==> config.mk <==
export PLATFORM = sky130hd
export DESIGN_NAME = pcm_hwy
export DESIGN_NICKNAME = d
export VERILOG_FILES = /design/src/rtl/pcm_hwy_pkg.sv /design/src/rtl/pcm_hwy_timing.sv /design/src/rtl/pcm_hwy_rx.sv /design/src/rtl/pcm_hwy_tx.sv /design/src/rtl/pcm_hwy.sv
export SDC_FILE = /design/constraint.sdc
export NUM_CORES = 1
export LEC_CHECK = 0
export CORE_MARGIN = 2
export CORE_UTILIZATION = 47
export CTS_CLUSTER_SIZE = 20
export DETAILED_ROUTE_END_ITERATION = 10
export GPL_TIMING_DRIVEN = 0
export PLACE_DENSITY = 0.83
export REMOVE_ABC_BUFFERS = 1
export SYNTH_ARGS = -nofsm -noshare
export SYNTH_HDL_FRONTEND = slang
export SYNTH_SLANG_ARGS = --single-unit
==> constraint.sdc <==
create_clock -name clk_i -period 2.25 [get_ports clk_i]
set_input_delay 0.3375 -clock clk_i [delete_from_list [all_inputs] [get_ports clk_i]]
set_output_delay 0.3375 -clock clk_i [all_outputs]
set_load 0.05 [all_outputs]
==> src/rtl/pcm_hwy_pkg.sv <==
package pcm_hwy_pkg;
  typedef enum logic [1:0] {
    MODE_4X32  = 2'b00,
    MODE_2X64  = 2'b01,
    MODE_1X128 = 2'b10,
    MODE_4XN   = 2'b11
  } pcm_mode_e;

  localparam logic [1:0] CTL_HIZ  = 2'b00;
  localparam logic [1:0] CTL_IDLE = 2'b01;

  function automatic logic [7:0] frame_slots(input logic [1:0] mode, input logic [5:0] prog);
    case (pcm_mode_e'(mode))
      MODE_4X32:  frame_slots = 8'd32;
      MODE_2X64:  frame_slots = 8'd64;
      MODE_1X128: frame_slots = 8'd128;
      default:    frame_slots = (prog < 6'd4) ? 8'd4 : (prog > 6'd32) ? 8'd32 : {2'b00, prog};
    endcase
  endfunction

  function automatic logic [2:0] active_ports(input logic [1:0] mode);
    case (pcm_mode_e'(mode))
      MODE_2X64:  active_ports = 3'd2;
      MODE_1X128: active_ports = 3'd1;
      default:    active_ports = 3'd4;
    endcase
  endfunction
endpackage

==> src/rtl/pcm_hwy_timing.sv <==
module pcm_hwy_timing #(
  parameter int SLOT_W = 7,
  parameter int BITS   = 8,
  localparam int BIT_W = $clog2(BITS)
) (
  input  logic              clk_i,
  input  logic              rst_ni,
  input  logic              fsync_i,
  input  logic              sync_fall_i,
  input  logic              dbl_rate_i,
  input  logic [SLOT_W-1:0] last_slot_i,
  output logic              restart_o,
  output logic              bit_end_o,
  output logic [BIT_W-1:0]  bit_o,
  output logic [SLOT_W-1:0] slot_o
);
  logic fs_pos, fs_neg, fs_sel, fs_d, phase;

  always_ff @(posedge clk_i or negedge rst_ni)
    if (!rst_ni) fs_pos <= 1'b0;
    else         fs_pos <= fsync_i;

  always_ff @(negedge clk_i or negedge rst_ni)
    if (!rst_ni) fs_neg <= 1'b0;
    else         fs_neg <= fsync_i;

  assign fs_sel    = sync_fall_i ? fs_neg : fs_pos;
  assign restart_o = fs_sel & ~fs_d;
  assign bit_end_o = ~dbl_rate_i | phase;

  always_ff @(posedge clk_i or negedge rst_ni) begin
    if (!rst_ni) begin
      fs_d   <= 1'b0;
      phase  <= 1'b0;
      bit_o  <= '0;
      slot_o <= '0;
    end else begin
      fs_d <= fs_sel;
      if (restart_o) begin
        phase  <= 1'b0;
        bit_o  <= '0;
        slot_o <= '0;
      end else begin
        phase <= dbl_rate_i & ~phase;
        if (bit_end_o) begin
          bit_o <= (bit_o == BIT_W'(BITS-1)) ? '0 : bit_o + 1'b1;
          if (bit_o == BIT_W'(BITS-1))
            slot_o <= (slot_o >= last_slot_i) ? '0 : slot_o + 1'b1;
        end
      end
    end
  end
endmodule

==> src/rtl/pcm_hwy_rx.sv <==
module pcm_hwy_rx #(
  parameter int NPORT  = 4,
  parameter int BITS   = 8,
  parameter int SLOT_W = 7,
  localparam int BIT_W = $clog2(BITS)
) (
  input  logic                  clk_i,
  input  logic                  rst_ni,
  input  logic [NPORT-1:0]      rxd_i,
  input  logic                  restart_i,
  input  logic                  bit_end_i,
  input  logic [BIT_W-1:0]      bit_i,
  input  logic [SLOT_W-1:0]     slot_i,
  output logic                  rx_valid_o,
  output logic [SLOT_W-1:0]     rx_slot_o,
  output logic [NPORT*BITS-1:0] rx_data_o
);
  logic [NPORT-1:0] rx_neg;
  logic             byte_done;

  always_ff @(negedge clk_i or negedge rst_ni)
    if (!rst_ni) rx_neg <= '0;
    else         rx_neg <= rxd_i;

  assign byte_done = ~restart_i & bit_end_i & (bit_i == BIT_W'(BITS-1));

  always_ff @(posedge clk_i or negedge rst_ni)
    if (!rst_ni) begin
      rx_valid_o <= 1'b0;
      rx_slot_o  <= '0;
    end else begin
      rx_valid_o <= byte_done;
      if (byte_done) rx_slot_o <= slot_i;
    end

  for (genvar p = 0; p < NPORT; p++) begin : g_port
    logic [BITS-1:0] shreg;
    always_ff @(posedge clk_i or negedge rst_ni)
      if (!rst_ni) begin
        shreg                   <= '0;
        rx_data_o[p*BITS+:BITS] <= '0;
      end else begin
        if (bit_end_i && !restart_i) shreg <= {shreg[BITS-2:0], rx_neg[p]};
        if (byte_done) rx_data_o[p*BITS+:BITS] <= {shreg[BITS-2:0], rx_neg[p]};
      end
  end
endmodule

==> src/rtl/pcm_hwy_tx.sv <==
module pcm_hwy_tx #(
  parameter int NPORT  = 4,
  parameter int BITS   = 8,
  localparam int BIT_W = $clog2(BITS)
) (
  input  logic [NPORT*BITS-1:0] tx_data_i,
  input  logic [2*NPORT-1:0]    tx_ctl_i,
  input  logic [BITS-1:0]       idle_i,
  input  logic [BIT_W-1:0]      bit_i,
  input  logic [2:0]            nports_i,
  input  logic                  standby_i,
  output logic [NPORT-1:0]      txd_o,
  output logic [NPORT-1:0]      txd_en_o,
  output logic [NPORT-1:0]      tsc_no
);
  import pcm_hwy_pkg::*;
  logic [BIT_W-1:0] msb_idx;
  assign msb_idx = BIT_W'(BITS-1) - bit_i;

  for (genvar p = 0; p < NPORT; p++) begin : g_port
    logic [1:0]      code;
    logic [BITS-1:0] src;
    logic            en;
    assign code = tx_ctl_i[2*p+:2];
    assign src  = (code == CTL_IDLE) ? idle_i : tx_data_i[p*BITS+:BITS];
    assign en   = (32'(p) < 32'(nports_i)) && !standby_i && (code != CTL_HIZ);
    assign txd_en_o[p] = en;
    assign tsc_no[p]   = ~en;
    assign txd_o[p]    = en & src[msb_idx];
  end
endmodule

==> src/rtl/pcm_hwy.sv <==
module pcm_hwy #(
  parameter int NPORT  = 4,
  parameter int BITS   = 8,
  parameter int SLOT_W = 7,
  localparam int BIT_W = $clog2(BITS)
) (
  input  logic                  clk_i,
  input  logic                  rst_ni,
  input  logic                  fsync_i,
  input  logic [1:0]            mode_i,
  input  logic [5:0]            slot_num_i,
  input  logic                  dbl_rate_i,
  input  logic                  sync_fall_i,
  input  logic                  standby_i,
  input  logic [BITS-1:0]       idle_i,
  input  logic [NPORT-1:0]      rxd_i,
  input  logic [NPORT*BITS-1:0] tx_data_i,
  input  logic [2*NPORT-1:0]    tx_ctl_i,
  output logic [SLOT_W-1:0]     slot_o,
  output logic [NPORT-1:0]      txd_o,
  output logic [NPORT-1:0]      txd_en_o,
  output logic [NPORT-1:0]      tsc_no,
  output logic                  rx_valid_o,
  output logic [SLOT_W-1:0]     rx_slot_o,
  output logic [NPORT*BITS-1:0] rx_data_o
);
  import pcm_hwy_pkg::*;

  logic [7:0]        nslots;
  logic [SLOT_W-1:0] last_slot;
  logic              restart, bit_end;
  logic [BIT_W-1:0]  bit_cnt;

  assign nslots    = frame_slots(mode_i, slot_num_i);
  assign last_slot = SLOT_W'(nslots - 8'd1);

  pcm_hwy_timing #(.SLOT_W(SLOT_W), .BITS(BITS)) u_timing (
    .clk_i(clk_i), .rst_ni(rst_ni), .fsync_i(fsync_i), .sync_fall_i(sync_fall_i),
    .dbl_rate_i(dbl_rate_i), .last_slot_i(last_slot), .restart_o(restart),
    .bit_end_o(bit_end), .bit_o(bit_cnt), .slot_o(slot_o)
  );

  pcm_hwy_rx #(.NPORT(NPORT), .BITS(BITS), .SLOT_W(SLOT_W)) u_rx (
    .clk_i(clk_i), .rst_ni(rst_ni), .rxd_i(rxd_i), .restart_i(restart),
    .bit_end_i(bit_end), .bit_i(bit_cnt), .slot_i(slot_o),
    .rx_valid_o(rx_valid_o), .rx_slot_o(rx_slot_o), .rx_data_o(rx_data_o)
  );

  pcm_hwy_tx #(.NPORT(NPORT), .BITS(BITS)) u_tx (
    .tx_data_i(tx_data_i), .tx_ctl_i(tx_ctl_i), .idle_i(idle_i), .bit_i(bit_cnt),
    .nports_i(active_ports(mode_i)), .standby_i(standby_i),
    .txd_o(txd_o), .txd_en_o(txd_en_o), .tsc_no(tsc_no)
  );
endmodule

==> metrics.md, run 1 <==
| Metric | Value |
|---|---|
| Clk pin slew, worst setup/hold paths | `0.09 ns` |
| CP Data Required Time | `2.55 ns` |
| Ant diodes | `0` |
| Drt pass-1 iters | `4` |
| Clock latency on the worst-skew pair | `between 0.3 and 0.4 ns` |
| Max Cap Violations | `0` |
| GRT overflow | `0` |
| Root buf cell | `clkbuf_8` |
| CTS sink cnt | `86` |
| Row count | `34` |
| Failing checks | `negative setup slack` |
| Clock Tree Buf Depth | `2` |
| Initial Utilization | `48.2%` |
| DP Wirelength | `slightly above 7 mm` |
| First-pass GRT wire length | `17.3 mm` |
| Worst-path fanout max | `6` |
| PnR worst setup slack | `-0.466 ns` |
| Initial detailed-routing violation count | `123` |
| Final cell count without fillers | `~660` |
| Async set or reset register ratio after synthesis | `100%` |
| Final Max Tran Viols | `0` |
| Initial antenna violation count | `0` |
| Crit end category | `register` |
| CTS Buf Count | `9` |
| Hold Path Class | `in2async` |
| Flops & latches, synth | `86` |
| Vias | `3,600` |
| VDD IR max | `between 0.7 and 0.8 mV` |
| Routed wire length | `about 12 mm` |
| Largest net degree at the start of global routing | `59` |
| Area Growth Syn to Fin | `49.8%` |
| Relative slew slack | `about two fifths` |
| Pwr/cell area | `~1000 nW/um2` |
| # setup viols final | `78` |
| Top_reg_cell synth | `dfrtp_1` |
| Setup CP Type | `reg2reg` |
| # placed instances | `606` |
| Htree depth | `3` |
| Post-Syn Area | `4210 um2` |
| Gate count after technology mapping | `roughly 400` |
| Hold Violations, Final | `0` |
| RSZ-0062 raised after global routing | `true` |
| Transition time of the tightest slew-check pin | `a little over 0.9 ns` |
| Sequential area share after synthesis | `51.1%` |
| Port-buffer cells | `124` |
| Synthesized area per cell | `roughly 11 um2` |
| Final nets | `roughly 630` |
| Total global-route track usage | `between 20 and 25%` |
| Die Span X | `around 100 um` |
| Die Span Y | `roughly 100 um` |
| Setup crit start kind | `register` |
| Vias in the first global route | `between 3k and 4k` |
| Yosys cell types | `40` |
| CP arrival | `between 3 and 4 ns` |
| Vias/cell | `5.47` |
| Post-DRT Antenna Nets | `0` |
| EDFF count, synth | `0` |
| Remaining DRCs | `0` |
| Core area | `between 8000 and 9000 um2` |
| Clk_skew | `roughly 0.021 ns` |
| Yosys warning total | `0` |
| Dpl ws | `-2.20 ns` |
| Layout cells sized above 1 | `about a quarter` |
| Final weighted congestion in routability-driven placement | `roughly 0.87` |
| CTS tree | `yes` |
| Top Ports | `roughly 130` |
| WL per Instance | `between 15 and 20 um` |
| Die area | `roughly 9700 um2` |
| Lkg Pwr | `3.06 nW` |
| Status | `complete, but fails checks` |
area by class of cell:
type,count,area [um2]
Fill cell,648,2420
Multi-Input combinational cell,279,2170
Sequential cell,86,2160
Timing Repair Buffer,155,1570
Tap cell,108,135
Clock buffer,10,128
Clock inverter,6,68.8
Inverter,12,61.3
Timing Repair inverter,2,20.0
placed cells by master, fill, tap and decap left out, types with 4 or more instances in the layout:
cell type / instances
dfrtn_1: 5
a21oi_1: 8
mux4_2: 6
ha_1: 13
mux2_4: 18
clkdlybuf4s50_1: 103
dlygate4sd2_1: 7
mux2i_1: 15
a21oi_2: 4
inv_1: 9
o21ai_0: 5
buf_4: 20
nor2_1: 19
dfrtp_1: 80
buf_6: 9
a31oi_1: 7
nand2b_1: 4
mux2_2: 20
nand2_1: 102
nand2b_2: 4
clkbuf_8: 9
dlymetal6s2s_1: 6
critical path: stages, from the launching register on:
cell and delay [ns]:
dfrtn_1 0.36, mux2i_4 0.21, o211ai_4 0.12, a2111oi_4 0.39
buf_4 0.21, and3_1 0.16, a221o_1 0.11
final timing paths:
check | slack (ns) | start | endpoint | depth (start not counted)
hold / removal | 0.43 | rst_ni | u_rx.rx_data_o[26] | 2
setup / recovery | -0.47 | u_timing.fs_neg | u_timing.slot_o[5] | 6
setup reg to reg | -0.47 | u_timing.fs_neg | u_timing.slot_o[5] | 6
hold reg to reg | 0.48 | u_rx.g_port[1].shreg[6] | u_rx.rx_data_o[15] | 2
min in group clk_i | 0.45 | fsync_i | u_timing.fs_pos | 1
max in group asynchronous | 0.16 | rst_ni | u_timing.fs_neg | 3
flip-flops by register name, indices dropped and copies added (netlist names):
name               flops
u_rx.g_port.shreg     28
u_rx.rx_slot_o         7
u_rx.rx_data_o        32
u_timing.fs_pos        1
u_timing.fs_neg        1
u_timing.phase         1
u_timing.fs_d          1
u_timing.bit_o         3
u_timing.slot_o        7
u_rx.rx_valid_o        1
u_rx.rx_neg            4
per-stage QoR:
step | power (mW) | hold slack [ns] | setup TNS, ns | util [%] | instance area [um2]
after floorplan | 3.95 | 0.0419 | -71.09 | - | 4100
after global placement | 4.77 | 0.449 | -301.75 | 62.8 | 5470
after detailed placement | 4.86 | 0.289 | -122.14 | 63.0 | 5500
after CTS | 6.15 | 0.434 | -27.46 | 69.1 | 6020
after global routing | 6.66 | 0.452 | -32.09 | 72.3 | 6300
final | 6.35 | 0.432 | -27.38 | 72.3 | 6300
where the power goes:
group / leakage (nW) / total (mW) / internal, mW / switching (mW)
sequential: 1.10 / 2.36 / 2.01 / 0.353
combinational: 1.86 / 2.90 / 1.26 / 1.64
clock: 0.0973 / 1.09 / 0.522 / 0.570
total: 3.06 / 6.35 / 3.79 / 2.57
cells by family after synthesis:
family / synth area share (%)
buffers and inverters: 3.72
adder cells (fa/ha/maj): 4.46
flip-flops: 51.1
XOR/XNOR: 0.625
AND/OR/NAND/NOR: 14.6
multiplexers: 17.5
AO/OA/AOI/OAI: 7.97
what timing repair did:
action | in CTS | in global routing
gates resized for setup | 76 | 52
buffers inserted | 21 | 8
pin swaps | 37 | 20
hold buffers | 1 | 0
endpoints found under the hold margin | 27 | 0
cloned | 3 | 3
setup endpoints to repair | 87 | 83
cells in the mapped netlist (all sizes together) (4+ instances only):
cell | instances | share of area [%]
buf | 13 | 1.9
ha | 15 | 4.5
nor2 | 21 | 1.9
a21oi | 13 | 1.5
mux2 | 38 | 10
nand2 | 106 | 9.5
dfrtp | 81 | 48
nand2b | 10 | 1.5
mux4 | 6 | 3.2
inv | 10 | 0.89
a31oi | 7 | 1.0
mux2i | 16 | 4.1
nor3 | 4 | 0.48
o221ai | 4 | 0.83
clkbuf | 8 | 0.71
o21ai | 9 | 1.2
dfrtn | 5 | 3.0
routing by layer:
metal | wire length, um | vias up | part of all wire, % | track usage, %
met4 | 269 | 0 | 2.3 | 8.11
li1 | - | 1661 | - | -
met5 | 0 | - | 0 | 0
met1 | 4770 | 1778 | 41 | 27.5
met3 | 758 | 21 | 6.5 | 4.68
met2 | 5950 | 140 | 51 | 39.0
Note: power is estimated with default switching activity, not from simulation.
==> run 2, diff against run 1 <==
CAP_MARGIN = 5   (was not set)
MAX_ROUTING_LAYER = met4   (was not set)
SKIP_CTS_REPAIR_TIMING = 1   (was not set)
==> run 2 against run 1 <==
  * The run still ends with negative setup slack left
  * Routed wire length decreased by 8.8%
  * Setup slack got worse by 0.23 ns
  * Count of clock-buffer cells in the layout unchanged
  * Via count shrank 2.4%
  * Global-route usage fell by 1.4 points
  * Total power shrank 4.4%
  * Largest cell class is now flip-flops and latches
==> metrics.md, run 2 (synthesized netlist as in run 1, its figures left out) <==
| Metric | Value |
|---|---|
| Status | `complete, but fails checks` |
| Failing checks | `negative setup slack` |
| Total Power | `6.08 mW (-4.4%)` |
| Placement Cell Area | `5500 um2 (unchanged)` |
| RSZ-0062 raised after global routing | `true` |
| Fill cells | `676 (+4.3%)` |
| Design Area, Final | `6060 um2 (-3.8%)` |
| Reg with most FFs | `u_rx.rx_data_o` |
| Max stage delay on crit path | `0.36 ns (-0.03 ns)` |
| Biggest regs | `u_rx.rx_data_o x32, u_rx.g_port.shreg x28` |
| # placed instances | `606 (unchanged)` |
| CTS sink cnt | `86 (unchanged)` |
| CP max stage cell | `dfrtn_1` |
| Number of flip-flops under the largest register name | `32 (unchanged)` |
| Final nets | `614 (-1.9%)` |
| Initial antenna violation count | `0 (unchanged)` |
| Register area | `2160 um2 (unchanged)` |
| Final Max Tran Viols | `0 (unchanged)` |
| Max Cap Violations | `0 (unchanged)` |
| Clk_skew | `0.0192 ns (-0.00159 ns)` |
| CTS Buf Count | `9 (unchanged)` |
| Ant diodes | `0 (unchanged)` |
| CP arrival | `3.21 ns (+0.20 ns)` |
| Clock Tree Buf Depth | `2 (unchanged)` |
| Pwr/cell area | `1000 nW/um2 (-0.61%)` |
| VDD IR max | `0.783 mV (-0.56%)` |
| Crit end category | `register` |
| Transition time of the tightest slew-check pin | `0.890 ns (-0.0143 ns)` |
| Reg power frac | `38.4% (+1.3 points)` |
| Final cell count without fillers | `646 (-1.8%)` |
| Clk pin slew, worst setup/hold paths | `0.09 ns (about the same)` |
| Port-buffer cells | `124 (unchanged)` |
| CTS tree | `yes` |
| Clock latency on the worst-skew pair | `0.35 ns (about the same)` |
| Root buf cell | `clkbuf_8` |
| Total global-route track usage | `21.0% (-1.4 points)` |
| Hold Violations, Final | `0 (unchanged)` |
| Crit path launch | `u_timing.fs_neg` |
| Reg2reg end | `u_timing.slot_o[2]` |
| Reg2reg start | `u_timing.fs_neg` |
| Relative slew slack | `40.4% (+0.73 points)` |
| Clock share of power | `17.8% (+0.6 points)` |
| Worst path cell trace | `mux2i_4, o211ai_4, clkbuf_16, a2111oi_4, or2b_1, a31oi_1` |
| Setup crit start kind | `register` |
| Area of the multi-input gates | `2020 um2 (-6.6%)` |
| Vias/cell | `5.44 (-0.58%)` |
| Cell-internal power | `3.62 mW (-4.4%)` |
| Most frequent cells in the layout | `clkdlybuf4s50_1 (109), nand2_1 (106), dfrtp_1 (80), mux2_2 (35), nor2_1 (20)` |
| Vias in the first global route | `3,312 (-6.9%)` |
| P_sw | `2.46 mW (-4.3%)` |
| Htree depth | `3 (unchanged)` |
| PnR worst setup slack | `-0.694 ns (-0.228 ns)` |
| Remaining DRCs | `0 (unchanged)` |
| Top Ports | `125 (unchanged)` |
| Final weighted congestion in routability-driven placement | `0.889 (+1.6%)` |
| Drt pass-1 iters | `4 (unchanged)` |
| Hold Path Class | `in2async` |
| Largest net degree at the start of global routing | `59 (unchanged)` |
| Worst r2r path cells | `6 (unchanged)` |
| GRT overflow | `0 (unchanged)` |
| Row count | `34 (unchanged)` |
| Core area | `8720 um2 (unchanged)` |
| # setup viols final | `78 (unchanged)` |
| Sw Share | `40.4% (about the same)` |
| Die Span X | `98.6 um (unchanged)` |
| First-pass GRT wire length | `15.9 mm (-7.9%)` |
| Worst-path fanout max | `5 (-1)` |
| Area Growth Syn to Fin | `44.1%` |
| WL per Instance | `16.6 um (-7.1%)` |
| DP Wirelength | `7.07 mm (unchanged)` |
| Die area | `9730 um2 (unchanged)` |
| Reg2reg setup slack | `-0.69 ns (-0.23 ns)` |
| CP Data Required Time | `2.52 ns (-0.03 ns)` |
| Vias | `3,514 (-2.4%)` |
| Lkg Pwr | `2.92 nW (-4.5%)` |
| Routed wire length | `10.7 mm (-8.8%)` |
| Post-DRT Antenna Nets | `0 (unchanged)` |
| Initial detailed-routing violation count | `135 (+9.8%)` |
| Layout cells sized above 1 | `21.0% (-3.7 points)` |
| Worst setup path endpoint | `u_timing.slot_o[2]` |
| Commonest non-fill, non-tap cell in the layout | `clkdlybuf4s50_1` |
| Initial Utilization | `48.2% (unchanged)` |
| Proportion of power drawn by combinational gates | `43.8% (-1.9 points)` |
| Die Span Y | `98.6 um (unchanged)` |
| Setup CP Type | `reg2reg` |
run 2: metal layers:
layer | wire, um | global-route usage, % | vias to the layer above
li1 | - | - | 1637
met1 | 4560 | 25.7 | 1732
met2 | 5300 | 34.6 | 130
met3 | 695 | 4.47 | 15
met4 | 155 | 7.48 | 0
met5 | 0 | - | -
run 2: power by group through the flow:
stage	sequential (mW)	clock (mW)	combinational [mW]
5_1_grt	2.40	1.17	2.83
2_1_floorplan	3.07	0	0.882
6_report	2.33	1.08	2.66
3_3_place_gp	2.35	0	2.42
3_5_place_dp	2.37	0	2.49
4_1_cts	2.35	1.11	2.50
run 2: cell type report:
type	count	area share, %
Clock buffer	10	2.10
Clock inverter	6	1.13
Inverter	12	0.867
Multi-Input combinational cell	276	33.4
Sequential cell	86	35.5
Tap cell	108	2.23
Timing Repair Buffer	147	24.6
Timing Repair inverter	1	0.124
run 2: how the worst min path moves through the flow:
stage | start | end | slack (ns) | cells past startpoint
floorplan | rst_ni | u_rx.g_port[0].shreg[0] | 0.04 | 0
global placement | u_rx.g_port[1].shreg[6] | u_rx.rx_data_o[15] | 0.45 | 2
detailed placement | rst_ni | u_rx.rx_data_o[26] | 0.29 | 1
CTS | rst_ni | u_rx.rx_data_o[26] | -0.10 | 1
global route | fsync_i | u_timing.fs_pos | 0.45 | 1
finish | rst_ni | u_rx.rx_data_o[26] | 0.43 | 2
run 2: per-stage QoR:
stage / setup TNS, ns / hold WS (ns) / util, % / worst slack (ns)
2_1_floorplan: -71.09 / 0.0419 / - / -1.20
3_3_place_gp: -301.75 / 0.449 / 62.8 / -3.04
4_1_cts: -119.01 / -0.102 / 65.3 / -2.17
3_5_place_dp: -122.14 / 0.289 / 63.0 / -2.20
6_report: -36.03 / 0.434 / 69.5 / -0.694
5_1_grt: -42.47 / 0.453 / 69.5 / -0.806
run 2: worst max-delay path: cells and delay by family (launching register included):
kind	cells	cell delay (ns)
AOI/OAI and AO/OA	3	0.67
DFF	1	0.36
and+or+nand+nor	1	0.27
muxes	1	0.25
buffers and inverters	1	0.20
==> run 3, diff against run 2 <==
PLACE_DENSITY = 0.8   (was 0.83)
==> run 3 against run 2 <==
  * Via count is 2.0% lower
  * The flow finishes with violations (negative hold slack, negative setup slack)
  * Non-clock buffer count grew 10
  * Count of clock-buffer cells in the layout decreased by 1
  * Final area is 2.8% higher
  * Total power rose by 2.8%
  * Final cell count increased by 1.4%
  * Critical path type unchanged
  * Combinational power grew 5%
  * First-iteration DRC count grew 5.9%
  * Setup slack better by 0.024 ns
  * Critical endpoint is now u_timing.slot_o[5]
  * Global-route usage is 0.52 points higher
  * Register-to-register slack improved by 0.02 ns
  * Clock skew up 0.0040 ns
==> metrics.md, run 3 (synthesized netlist as in run 1, its figures left out) <==
| Metric | Value |
|---|---|
| Status | `complete, but fails checks` |
| Failing checks | `negative hold slack, negative setup slack` |
| Ant diodes | `0 (unchanged)` |
| Initial Utilization | `48.2% (unchanged)` |
| # placed instances | `607 (+0.17%)` |
| Area Growth Syn to Fin | `48.2%` |
| Worst-path fanout max | `7 (+2)` |
| Clk pin slew, worst setup/hold paths | `0.09 ns (about the same)` |
| Top Ports | `125 (unchanged)` |
| Number of flip-flops under the largest register name | `32 (unchanged)` |
| Htree depth | `3 (unchanged)` |
| Total Power | `6.24 mW (+2.8%)` |
| Reg with most FFs | `u_rx.rx_data_o` |
| Die Span Y | `98.6 um (unchanged)` |
| CTS sink cnt | `86 (unchanged)` |
| Total global-route track usage | `21.5% (+0.52 points)` |
| Die Span X | `98.6 um (unchanged)` |
| Clock latency on the worst-skew pair | `0.36 ns (about the same)` |
| Most frequent cells in the layout | `clkdlybuf4s50_1 (109), nand2_1 (106), dfrtp_1 (79), mux2_2 (35), buf_4 (23)` |
| VDD IR max | `0.673 mV (-14%)` |
| GRT overflow | `0 (unchanged)` |
| Port-buffer cells | `124 (unchanged)` |
| Final weighted congestion in routability-driven placement | `0.878 (-1.2%)` |
| CP max stage cell | `a2111oi_4` |
| Fin util | `71.5% (+2.0 points)` |
| CP arrival | `3.22 ns (about the same)` |
| Lkg Pwr | `3.02 nW (+3.3%)` |
| Relative slew slack | `62.7% (+22 points)` |
| Remaining DRCs | `0 (unchanged)` |
| Final Max Tran Viols | `0 (unchanged)` |
| # setup viols final | `80 (+2.6%)` |
| DP Wirelength | `7.06 mm (-0.21%)` |
| Setup CP Type | `reg2reg` |
| Max Cap Violations | `0 (unchanged)` |
| Routed wire length | `10.9 mm (+1.3%)` |
| Largest net degree at the start of global routing | `47 (-20%)` |
| Vias | `3,442 (-2.0%)` |
| CP Data Required Time | `2.55 ns (+0.03 ns)` |
| Crit end category | `register` |
| Critical path's top delay family | `compound AO/OA/AOI/OAI gates` |
| Final nets | `623 (+1.5%)` |
| Hold Path Class | `in2async` |
| Transition time of the tightest slew-check pin | `0.558 ns (-0.332 ns)` |
| Pwr/cell area | `1000 nW/um2 (about the same)` |
| RSZ-0062 raised after global routing | `true` |
| Worst Path Buf+Inv | `2 (+1)` |
| Initial antenna violation count | `0 (unchanged)` |
| Biggest regs | `u_rx.rx_data_o x32, u_rx.g_port.shreg x28` |
| CTS tree | `yes` |
| Root buf cell | `clkbuf_8` |
| Hold Violations, Final | `36 (+36)` |
| Die area | `9730 um2 (unchanged)` |
| PnR worst setup slack | `-0.670 ns (+0.0237 ns)` |
| Commonest non-fill, non-tap cell in the layout | `clkdlybuf4s50_1` |
| Layout cells sized above 1 | `23.2% (+2.2 points)` |
| Setup crit start kind | `register` |
| Row count | `34 (unchanged)` |
| First-pass GRT wire length | `16.4 mm (+2.9%)` |
| Drt pass-1 iters | `4 (unchanged)` |
| Core area | `8720 um2 (unchanged)` |
| Max stage delay on crit path | `0.39 ns (+0.03 ns)` |
| Vias/cell | `5.25 (-3.4%)` |
| Post-DRT Antenna Nets | `0 (unchanged)` |
| Worst path cell trace | `mux2i_4, o211ai_4, buf_12, a2111oi_4, buf_4, and3_1, a221o_1` |
| Min Hold Slack | `-0.0434 ns (-0.477 ns)` |
| Clk_skew | `0.0232 ns (+0.00398 ns)` |
| WL per Instance | `16.6 um (-0.10%)` |
| CTS Buf Count | `9 (unchanged)` |
| Final cell count without fillers | `655 (+1.4%)` |
| Vias in the first global route | `3,413 (+3.0%)` |
| Clock Tree Buf Depth | `2 (unchanged)` |
| Initial detailed-routing violation count | `143 (+5.9%)` |
[run 3: cell type report]
class,count,area [um2]
multi-input combinational,275,2010
clock inverter,7,86.3
inverter,12,52.6
tap,108,135
fill,625,2480
sequential,86,2160
timing repair inverter,1,7.51
clock buffer,9,124
timing repair buffer,157,1670
[run 3: routing by layer]
layer  share of wire (%)  global-route usage (%)
met2                  49                    34.8
met3                 6.5                    5.11
met4                 1.6                    6.01
met5                   0                       -
met1                  43                    27.3
[run 3: final timing paths]
check                                   startpoint                  to  slack, ns  cells after the start
setup / recovery                   u_timing.fs_neg  u_timing.slot_o[5]      -0.67                      7
hold / removal                              rst_ni   u_rx.rx_data_o[9]      -0.04                      1
setup reg to reg                   u_timing.fs_neg  u_timing.slot_o[5]      -0.67                      7
hold reg to reg            u_rx.g_port[0].shreg[6]   u_rx.rx_data_o[7]       0.48                      2
max in group asynchronous                   rst_ni      u_rx.rx_neg[3]       0.65                      2
min in group clk_i                         fsync_i     u_timing.fs_pos       0.44                      1
[run 3: report_power, final]
part	leakage [nW]	switching (mW)	internal, mW	total, mW
clock	0.0944	0.588	0.525	1.11
sequential	1.10	0.321	2.01	2.33
combinational	1.82	1.63	1.18	2.80
[run 3: worst register-to-register path, cell delays in order, from the launching register on]
cell,delay [ns]
dfrtn_1,0.36
mux2i_4,0.20
o211ai_4,0.15
buf_12,0.18
a2111oi_4,0.39
buf_4,0.23
and3_1,0.16
a221o_1,0.10
[run 3: metrics by stage]
| step | setup slack, ns | cell area [um2] | TNS [ns] |
|---|---|---|---|
| 2_1_floorplan | -1.20 | 4100 | -71.09 |
| 3_3_place_gp | -3.08 | 5470 | -305.17 |
| 3_5_place_dp | -2.15 | 5510 | -107.58 |
| 4_1_cts | -2.13 | 5720 | -105.05 |
| 5_1_grt | -0.771 | 6240 | -35.06 |
| 6_report | -0.670 | 6240 | -28.60 |
